**config.mk**
```make
export PLATFORM = sky130hd
export DESIGN_NAME = wdt_guard
export DESIGN_NICKNAME = d
export VERILOG_FILES = /design/src/rtl/wdt_guard_pkg.sv /design/src/rtl/wdt_rate_div.sv /design/src/rtl/wdt_alarm_seq.sv /design/src/rtl/wdt_pwr_decide.sv /design/src/rtl/wdt_guard.sv
export SDC_FILE = /design/constraint.sdc
export NUM_CORES = 1
export LEC_CHECK = 0
export BUFFER_PORTS_ARGS = -buffer_cell sky130_fd_sc_hd__buf_4
export CAP_MARGIN = 25
export CELL_PAD_IN_SITES_DETAIL_PLACEMENT = 0
export CELL_PAD_IN_SITES_GLOBAL_PLACEMENT = 1
export CORE_MARGIN = 2
export CORE_UTILIZATION = 49
export DETAILED_ROUTE_END_ITERATION = 8
export MAX_ROUTING_LAYER = met4
export PLACE_DENSITY = 0.94
export SLEW_MARGIN = 10
export SYNTH_ARGS = -nofsm -noshare
export SYNTH_HDL_FRONTEND = slang
export SYNTH_HIERARCHICAL = 1
export SYNTH_SLANG_ARGS = --single-unit
```
**constraint.sdc**
```tcl
create_clock -name clk -period 6.59 [get_ports clk]
set_clock_uncertainty 0.2 [all_clocks]
set_input_delay 0.659 -clock clk [delete_from_list [all_inputs] [get_ports clk]]
set_output_delay 0.659 -clock clk [all_outputs]
set_load 0.1 [all_outputs]
```
**src/rtl/wdt_guard_pkg.sv**
```systemverilog
package wdt_guard_pkg;

    typedef enum logic [1:0] {
        AL_WATCH     = 2'd0,
        AL_PULSE     = 2'd1,
        AL_PULSE_RST = 2'd2,
        AL_RST_TAIL  = 2'd3
    } alarm_state_t;

    typedef enum logic [1:0] {
        PWR_RUN   = 2'b00,
        PWR_SLEEP = 2'b01,
        PWR_STBY  = 2'b10
    } pwr_state_t;

    localparam logic [1:0] ADDR_COUNT = 2'd0;
    localparam logic [1:0] ADDR_CTRL  = 2'd1;
    localparam logic [1:0] ADDR_RSCTL = 2'd2;

    localparam logic [7:0] KEY_COUNT = 8'h5A;
    localparam logic [7:0] KEY_CTRL  = 8'hA5;
    localparam logic [7:0] KEY_RSCTL = 8'h3C;

    function automatic logic [4:0] rate_shift(input logic [2:0] sel);
        logic [4:0] s;
        unique case (sel)
            3'd0: s = 5'd1;
            3'd1: s = 5'd6;
            3'd2: s = 5'd7;
            3'd3: s = 5'd9;
            3'd4: s = 5'd11;
            3'd5: s = 5'd13;
            3'd6: s = 5'd15;
            default: s = 5'd17;
        endcase
        return s;
    endfunction

endpackage

```
**src/rtl/wdt_rate_div.sv**
```systemverilog
module wdt_rate_div
    import wdt_guard_pkg::*;
#(
    parameter int PW = 17
) (
    input  logic       clk,
    input  logic       rst_n,
    input  logic       run,
    input  logic [2:0] rate_sel,
    output logic       tick
);
    localparam logic [PW:0] ONE = {{PW{1'b0}}, 1'b1};

    logic [PW-1:0] div_q;
    logic [PW:0]   wide;
    logic [PW-1:0] mask;

    always_comb begin
        wide = (ONE << rate_shift(rate_sel)) - ONE;
        mask = wide[PW-1:0];
    end

    assign tick = run && ((div_q & mask) == mask);

    always_ff @(posedge clk or negedge rst_n) begin
        if (!rst_n)
            div_q <= '0;
        else if (!run)
            div_q <= '0;
        else
            div_q <= div_q + 1'b1;
    end

endmodule

```
**src/rtl/wdt_alarm_seq.sv**
```systemverilog
module wdt_alarm_seq
    import wdt_guard_pkg::*;
#(
    parameter int PULSE_LEN = 132,
    parameter int RST_LEN   = 518
) (
    input  logic clk,
    input  logic rst_n,
    input  logic trip,
    input  logic rst_en,
    output logic alarm_n,
    output logic rst_req,
    output logic idle
);
    localparam int TW = $clog2(RST_LEN + 1);
    localparam logic [TW-1:0] PULSE_END = TW'(PULSE_LEN - 1);
    localparam logic [TW-1:0] RST_END   = TW'(RST_LEN - 1);

    alarm_state_t state_q, state_d;
    logic [TW-1:0] timer_q;

    always_comb begin
        state_d = state_q;
        unique case (state_q)
            AL_WATCH:     if (trip) state_d = rst_en ? AL_PULSE_RST : AL_PULSE;
            AL_PULSE:     if (timer_q == PULSE_END) state_d = AL_WATCH;
            AL_PULSE_RST: if (timer_q == PULSE_END) state_d = AL_RST_TAIL;
            AL_RST_TAIL:  if (timer_q == RST_END) state_d = AL_WATCH;
            default:      state_d = AL_WATCH;
        endcase
    end

    always_ff @(posedge clk or negedge rst_n) begin
        if (!rst_n) begin
            state_q <= AL_WATCH;
            timer_q <= '0;
        end else begin
            state_q <= state_d;
            timer_q <= (state_q == AL_WATCH) ? '0 : timer_q + 1'b1;
        end
    end

    always_comb begin
        alarm_n = 1'b1;
        rst_req = 1'b0;
        idle    = 1'b0;
        unique case (state_q)
            AL_WATCH:     idle = 1'b1;
            AL_PULSE:     alarm_n = 1'b0;
            AL_PULSE_RST: begin alarm_n = 1'b0; rst_req = 1'b1; end
            AL_RST_TAIL:  rst_req = 1'b1;
            default:      idle = 1'b1;
        endcase
    end

    // the alarm returns high only after the full pulse count
    assert_pulse_len_R5: assert property (@(posedge clk) disable iff (!rst_n)
        $rose(alarm_n) |-> ($past(timer_q) == PULSE_END));

    // a reset request always starts together with the alarm
    assert_rst_with_alarm_R6: assert property (@(posedge clk) disable iff (!rst_n)
        $rose(rst_req) |-> !alarm_n);

endmodule

```
**src/rtl/wdt_pwr_decide.sv**
```systemverilog
module wdt_pwr_decide
    import wdt_guard_pkg::*;
(
    input  logic       clk,
    input  logic       rst_n,
    input  logic       slp_req,
    input  logic       slp_deep,
    input  logic       guarding,
    output logic [1:0] grant
);
    pwr_state_t pwr_q, pwr_d;

    always_comb begin
        if (!slp_req)
            pwr_d = PWR_RUN;
        else if (slp_deep && !guarding)
            pwr_d = PWR_STBY;
        else
            pwr_d = PWR_SLEEP;
    end

    always_ff @(posedge clk or negedge rst_n) begin
        if (!rst_n)
            pwr_q <= PWR_RUN;
        else
            pwr_q <= pwr_d;
    end

    assign grant = pwr_q;

    // standby is only granted when it was asked for and no watchdog guards
    assert_stby_gate_R11: assert property (@(posedge clk) disable iff (!rst_n)
        (grant == PWR_STBY) |-> $past(slp_req && slp_deep && !guarding));

endmodule

```
**src/rtl/wdt_guard.sv**
```systemverilog
module wdt_guard
    import wdt_guard_pkg::*;
#(
    parameter int CW        = 8,
    parameter int PW        = 17,
    parameter int PULSE_LEN = 132,
    parameter int RST_LEN   = 518
) (
    input  logic        clk,
    input  logic        rst_n,
    input  logic [1:0]  bus_addr,
    input  logic        bus_wr,
    input  logic        bus_rd,
    input  logic [15:0] bus_wdata,
    output logic [7:0]  bus_rdata,
    input  logic        slp_req,
    input  logic        slp_deep,
    output logic        alarm_n,
    output logic        rst_req,
    output logic        irq,
    output logic [1:0]  pwr_grant
);
    localparam logic [CW-1:0] CNT_TOP = {CW{1'b1}};

    logic [CW-1:0] cnt_q;
    logic          flag_q, wdm_q, en_q, rsten_q, armed_q, irq_q;
    logic [2:0]    rate_q;

    logic tick, idle, accept, cnt_wr, ctl_wr, rsc_wr;
    logic at_top, wd_trip, iv_wrap, set_ev, clr_ev, arm_ev;

    wdt_rate_div #(.PW(PW)) u_div (
        .clk(clk), .rst_n(rst_n), .run(en_q), .rate_sel(rate_q), .tick(tick)
    );

    wdt_alarm_seq #(.PULSE_LEN(PULSE_LEN), .RST_LEN(RST_LEN)) u_seq (
        .clk(clk), .rst_n(rst_n), .trip(wd_trip), .rst_en(rsten_q),
        .alarm_n(alarm_n), .rst_req(rst_req), .idle(idle)
    );

    wdt_pwr_decide u_pwr (
        .clk(clk), .rst_n(rst_n), .slp_req(slp_req), .slp_deep(slp_deep),
        .guarding(wdm_q && en_q), .grant(pwr_grant)
    );

    always_comb begin
        accept  = bus_wr && alarm_n;
        cnt_wr  = accept && (bus_addr == ADDR_COUNT) && (bus_wdata[15:8] == KEY_COUNT);
        ctl_wr  = accept && (bus_addr == ADDR_CTRL)  && (bus_wdata[15:8] == KEY_CTRL);
        rsc_wr  = accept && (bus_addr == ADDR_RSCTL) && (bus_wdata[15:8] == KEY_RSCTL);
        at_top  = tick && (cnt_q == CNT_TOP);
        wd_trip = at_top && wdm_q && idle;
        iv_wrap = at_top && !wdm_q;
        set_ev  = wd_trip || iv_wrap;
        clr_ev  = ctl_wr && !bus_wdata[7] && armed_q;
        arm_ev  = bus_rd && (bus_addr == ADDR_CTRL) && alarm_n && flag_q;
    end

    // count: a keyed write wins over a tick; a watchdog trip clears it
    always_ff @(posedge clk or negedge rst_n) begin
        if (!rst_n)
            cnt_q <= '0;
        else if (cnt_wr)
            cnt_q <= bus_wdata[CW-1:0];
        else if (wd_trip)
            cnt_q <= '0;
        else if (tick)
            cnt_q <= cnt_q + 1'b1;
    end

    // control fields: a trip returns them to reset values
    always_ff @(posedge clk or negedge rst_n) begin
        if (!rst_n) begin
            wdm_q  <= 1'b0;
            en_q   <= 1'b0;
            rate_q <= 3'd0;
        end else if (wd_trip) begin
            wdm_q  <= 1'b0;
            en_q   <= 1'b0;
            rate_q <= 3'd0;
        end else if (ctl_wr) begin
            wdm_q  <= bus_wdata[6];
            en_q   <= bus_wdata[5];
            rate_q <= bus_wdata[2:0];
        end
    end

    // overflow flag, clear arming and interrupt: a set beats a clear
    always_ff @(posedge clk or negedge rst_n) begin
        if (!rst_n) begin
            flag_q  <= 1'b0;
            armed_q <= 1'b0;
            irq_q   <= 1'b0;
        end else begin
            if (set_ev)      flag_q <= 1'b1;
            else if (clr_ev) flag_q <= 1'b0;

            if (set_ev)                          armed_q <= 1'b0;
            else if (ctl_wr && !bus_wdata[7])    armed_q <= 1'b0;
            else if (arm_ev)                     armed_q <= 1'b1;

            if (iv_wrap)     irq_q <= 1'b1;
            else if (clr_ev) irq_q <= 1'b0;
        end
    end

    always_ff @(posedge clk or negedge rst_n) begin
        if (!rst_n)
            rsten_q <= 1'b0;
        else if (rsc_wr)
            rsten_q <= bus_wdata[6];
    end

    assign irq = irq_q;

    always_comb begin
        unique case (bus_addr)
            ADDR_COUNT: bus_rdata = cnt_q;
            ADDR_CTRL:  bus_rdata = {flag_q, wdm_q, en_q, 2'b00, rate_q};
            ADDR_RSCTL: bus_rdata = {1'b0, rsten_q, 6'b000000};
            default:    bus_rdata = 8'h00;
        endcase
    end

    // writes during the alarm leave every register untouched
    assert_lockout_R7: assert property (@(posedge clk) disable iff (!rst_n)
        (!alarm_n && bus_wr) |=> ($stable(cnt_q) && $stable(rsten_q)
                                  && $stable({wdm_q, en_q, rate_q})));

    // a halted timer without a count write keeps its value
    assert_halt_R3: assert property (@(posedge clk) disable iff (!rst_n)
        (!en_q && !cnt_wr) |=> $stable(cnt_q));

    // the flag only falls after an arming read
    assert_flag_clear_R9: assert property (@(posedge clk) disable iff (!rst_n)
        $fell(flag_q) |-> $past(armed_q));

    // an interval interrupt never rises during the watchdog alarm
    assert_irq_not_alarm_R4: assert property (@(posedge clk) disable iff (!rst_n)
        $rose(irq) |-> alarm_n);

endmodule

```
==> impl_metrics.env <==
export IMPL_worst_slew_pin_transition_ns=0.6595
export IMPL_num_antenna_cells=0
export IMPL_avgSynthCellArea_um2=10.21
export IMPL_grt_use_total=0.2050
export IMPL_synth_adder_area_share=0.04392
export IMPL_final_common_cell="dfrtp_1"
export IMPL_finalSetupViolCount=0
export IMPL_cts_sinks=48
export IMPL_async_flop_share=1.000
export IMPL_clockBufferDepth=2
export IMPL_nets=351
export IMPL_final_setup_tns_ns=0
export IMPL_start_util=0.5111
export IMPL_synth_edf_count=0
export IMPL_grt_pass1_wl_um=10030
export IMPL_period_share=0.5306
export IMPL_place_ws_ns=3.110
export IMPL_cts_made_buffers=5
export IMPL_layout_common_cells="dfrtp_1, buf_4, nor2_1"
export IMPL_hold_buffers=0
export IMPL_core_area_um2=5574
export IMPL_power_uw=508.4
export IMPL_grt_overflow_total=0
export IMPL_critical_path_arrival_ns=3.49
export IMPL_status="finished, final reports clean"
export IMPL_routed_wl_um=5752
export IMPL_cts_tree="yes"
export IMPL_die_area_um2=6440
export IMPL_synthSimpleGateAreaFrac=0.2903
export IMPL_drt_iter0_markers=116
export IMPL_synth_xor_area_share=0.07686
export IMPL_num_rows=27
export IMPL_drc_errors=0
export IMPL_hold_violations=0
export IMPL_rr_startpoint="rate_q[0]"
export IMPL_hold_class="in2async"
export IMPL_antenna_found_initial=0
export IMPL_critical_path_class="reg2reg"
export IMPL_syn_num_nets=313
export IMPL_slew_headroom=0.5604
export IMPL_layout_min_cycle_time_ns=3.496
export IMPL_cp_max_fo=7
export IMPL_first_pass_iters=4
export IMPL_grt_pass1_vias=2161
export IMPL_startpoint_type="flip-flop"
export IMPL_setup_ws_ns=3.094
export IMPL_syn_inst=279
export IMPL_yosysWarnings=6
export IMPL_drive_gt1_frac=0.1924
export IMPL_synth_mux_area_frac=0.06456
export IMPL_cts_htree_levels=2
export IMPL_io_buffers=36
export IMPL_synth_compound_area_frac=0.07729
export IMPL_ys_seq_elements=48
export IMPL_dp_hpwl_um=4240
export IMPL_max_cap_viol_count=0
export IMPL_cp_data_required_time_ns=6.58
export IMPL_rsz0062_at_grt="false"
export IMPL_power_density_nw_per_um2=155.8
export IMPL_die_h_um=80.25
export IMPL_peakVddDrop_mv=0.07858
export IMPL_dr_total_vias=2155
export IMPL_cts_setup_buffers=0
export IMPL_post_drt_wl_per_cell_um=14.79
export IMPL_fmax_mhz=286.0
export IMPL_post_drt_via_cell_ratio=5.540
export IMPL_synth_top_family_by_area="simple AND/OR/NAND/NOR gates"
export IMPL_io_pins=37
export IMPL_gp_congestion=0.8795
export IMPL_grt_max_degree=49
export IMPL_drv_slew=0
export IMPL_syn_to_final_growth_pct=14.54
export IMPL_ant_nets=0
export IMPL_cts_root_buffer="clkbuf_8"
export IMPL_synth_area_um2=2849
export IMPL_synthDistinctLibCells=58
export IMPL_cts_reportedPaths_clkPinSlew_ns=0.09
export IMPL_leakage_nw=1.600
export IMPL_crit_path_start="rate_q[0]"
export IMPL_cts_resized=0
export IMPL_ys_seq_area_frac=0.4216
export IMPL_insertion_delay_ns=0.30
export IMPL_die_w_um=80.25
export IMPL_synthFlopType="dfrtp_1"
export IMPL_critPathCaptureType="flip-flop"
-- cell usage after synthesis (2+ instances only) --
| master | n | area [µm²] |
|---|---|---|
| a2111oi_0 | 2 | 17.52 |
| a21boi_1 | 2 | 15.01 |
| a21oi_1 | 4 | 20.02 |
| a41oi_1 | 2 | 17.52 |
| and2_1 | 19 | 118.9 |
| and3_1 | 4 | 25.02 |
| and4bb_2 | 3 | 37.54 |
| clkbuf_1 | 3 | 11.26 |
| dfrtp_1 | 48 | 1201 |
| ha_1 | 10 | 125.1 |
| inv_1 | 12 | 45.04 |
| mux2_1 | 2 | 22.52 |
| mux2i_1 | 15 | 150.1 |
| nand2_1 | 19 | 71.32 |
| nand2b_1 | 4 | 25.02 |
| nand3_1 | 11 | 55.05 |
| nand4_1 | 6 | 37.54 |
| nand4_2 | 2 | 25.02 |
| nand4_4 | 3 | 63.81 |
| nor2_1 | 33 | 123.9 |
| nor2b_1 | 3 | 18.77 |
| nor3_1 | 5 | 25.02 |
| nor3b_1 | 2 | 15.01 |
| nor4_2 | 2 | 25.02 |
| o21ai_0 | 4 | 20.02 |
| o2bb2ai_1 | 4 | 35.03 |
| xnor2_1 | 6 | 52.55 |
| xor2_1 | 19 | 166.4 |
-- per-stage QoR --
step	instances	cell area, µm²	utilization	hold slack, ns
6_report	389	3263	0.5854	0.1607
5_1_grt	389	3263	0.5854	0.2072
3_3_place_gp	382	3186	0.5715	0.2621
2_1_floorplan	279	2849	-	0.1634
4_1_cts	389	3263	0.5854	0.1763
3_5_place_dp	382	3186	0.5715	0.2715
-- cell families after synthesis --
| kind of cell | Yosys count |
|---|---|
| buffers and inverters | 17 |
| XOR/XNOR | 25 |
| flip-flops | 48 |
| AO/OA/AOI/OAI | 29 |
| adder cells (fa/ha/maj) | 10 |
| AND/OR/NAND/NOR | 131 |
| other | 1 |
| multiplexers | 18 |
-- power by group --
part / total (mW) / switching, mW / internal [mW]
Clock: 0.166 / 0.0935 / 0.0723
Sequential: 0.300 / 0.00335 / 0.297
Combinational: 0.0426 / 0.0265 / 0.0161
Total: 0.508 / 0.123 / 0.385
-- registers in the layout, summed over array words and instances (netlist names) --
name / cells
u_pwr/grant: 2
flag_q: 1
rsten_q: 1
rate_q: 3
u_div/div_q: 17
irq: 1
u_seq/timer_q: 10
wdm_q: 1
armed_q: 1
u_seq/state_q: 2
cnt_q: 8
en_q: 1
-- critical path, cell delays in order, from the launching register on --
cell       delay, ns
dfrtp_1         0.45
or3_1           0.39
ha_1            0.29
o211ai_1        0.09
a2111oi_0       0.41
o311a_1         0.44
nand4_4         0.19
nor3_4          0.34
nand2b_1        0.15
nand3_1         0.11
mux2_1          0.32
-- per-layer routing --
layer | share of wire | wire length (µm) | global-route usage
met1 | 0.47 | 2687 | 0.2685
met2 | 0.48 | 2771 | 0.3192
met3 | 0.035 | 202 | 0.03371
met4 | 0.016 | 91 | 0.08136
met5 | 0 | 0 | -
-- area by class of cell --
| type | instances | area [µm²] |
|---|---|---|
| Sequential cell | 48 | 1201 |
| Multi-Input combinational cell | 214 | 1579 |
| Inverter | 12 | 45.04 |
| Clock buffer | 6 | 72.57 |
| Timing Repair Buffer | 36 | 270.3 |
| Tap cell | 72 | 90.09 |
| Clock inverter | 1 | 5.005 |
| Fill cell | 474 | 2311 |
-- final timing paths --
check	depth (start not counted)	to	slack, ns
min in group clk	1	u_seq/timer_q[0]	0.28
setup reg to reg	10	u_seq/state_q[1]	3.09
max in group asynchronous	1	cnt_q[2]	5.62
hold reg to reg	1	u_seq/timer_q[0]	0.28
setup / recovery	10	u_seq/state_q[1]	3.09
hold / removal	1	u_seq/timer_q[8]	0.16
No activity file was read; power rests on OpenSTA's default activity.
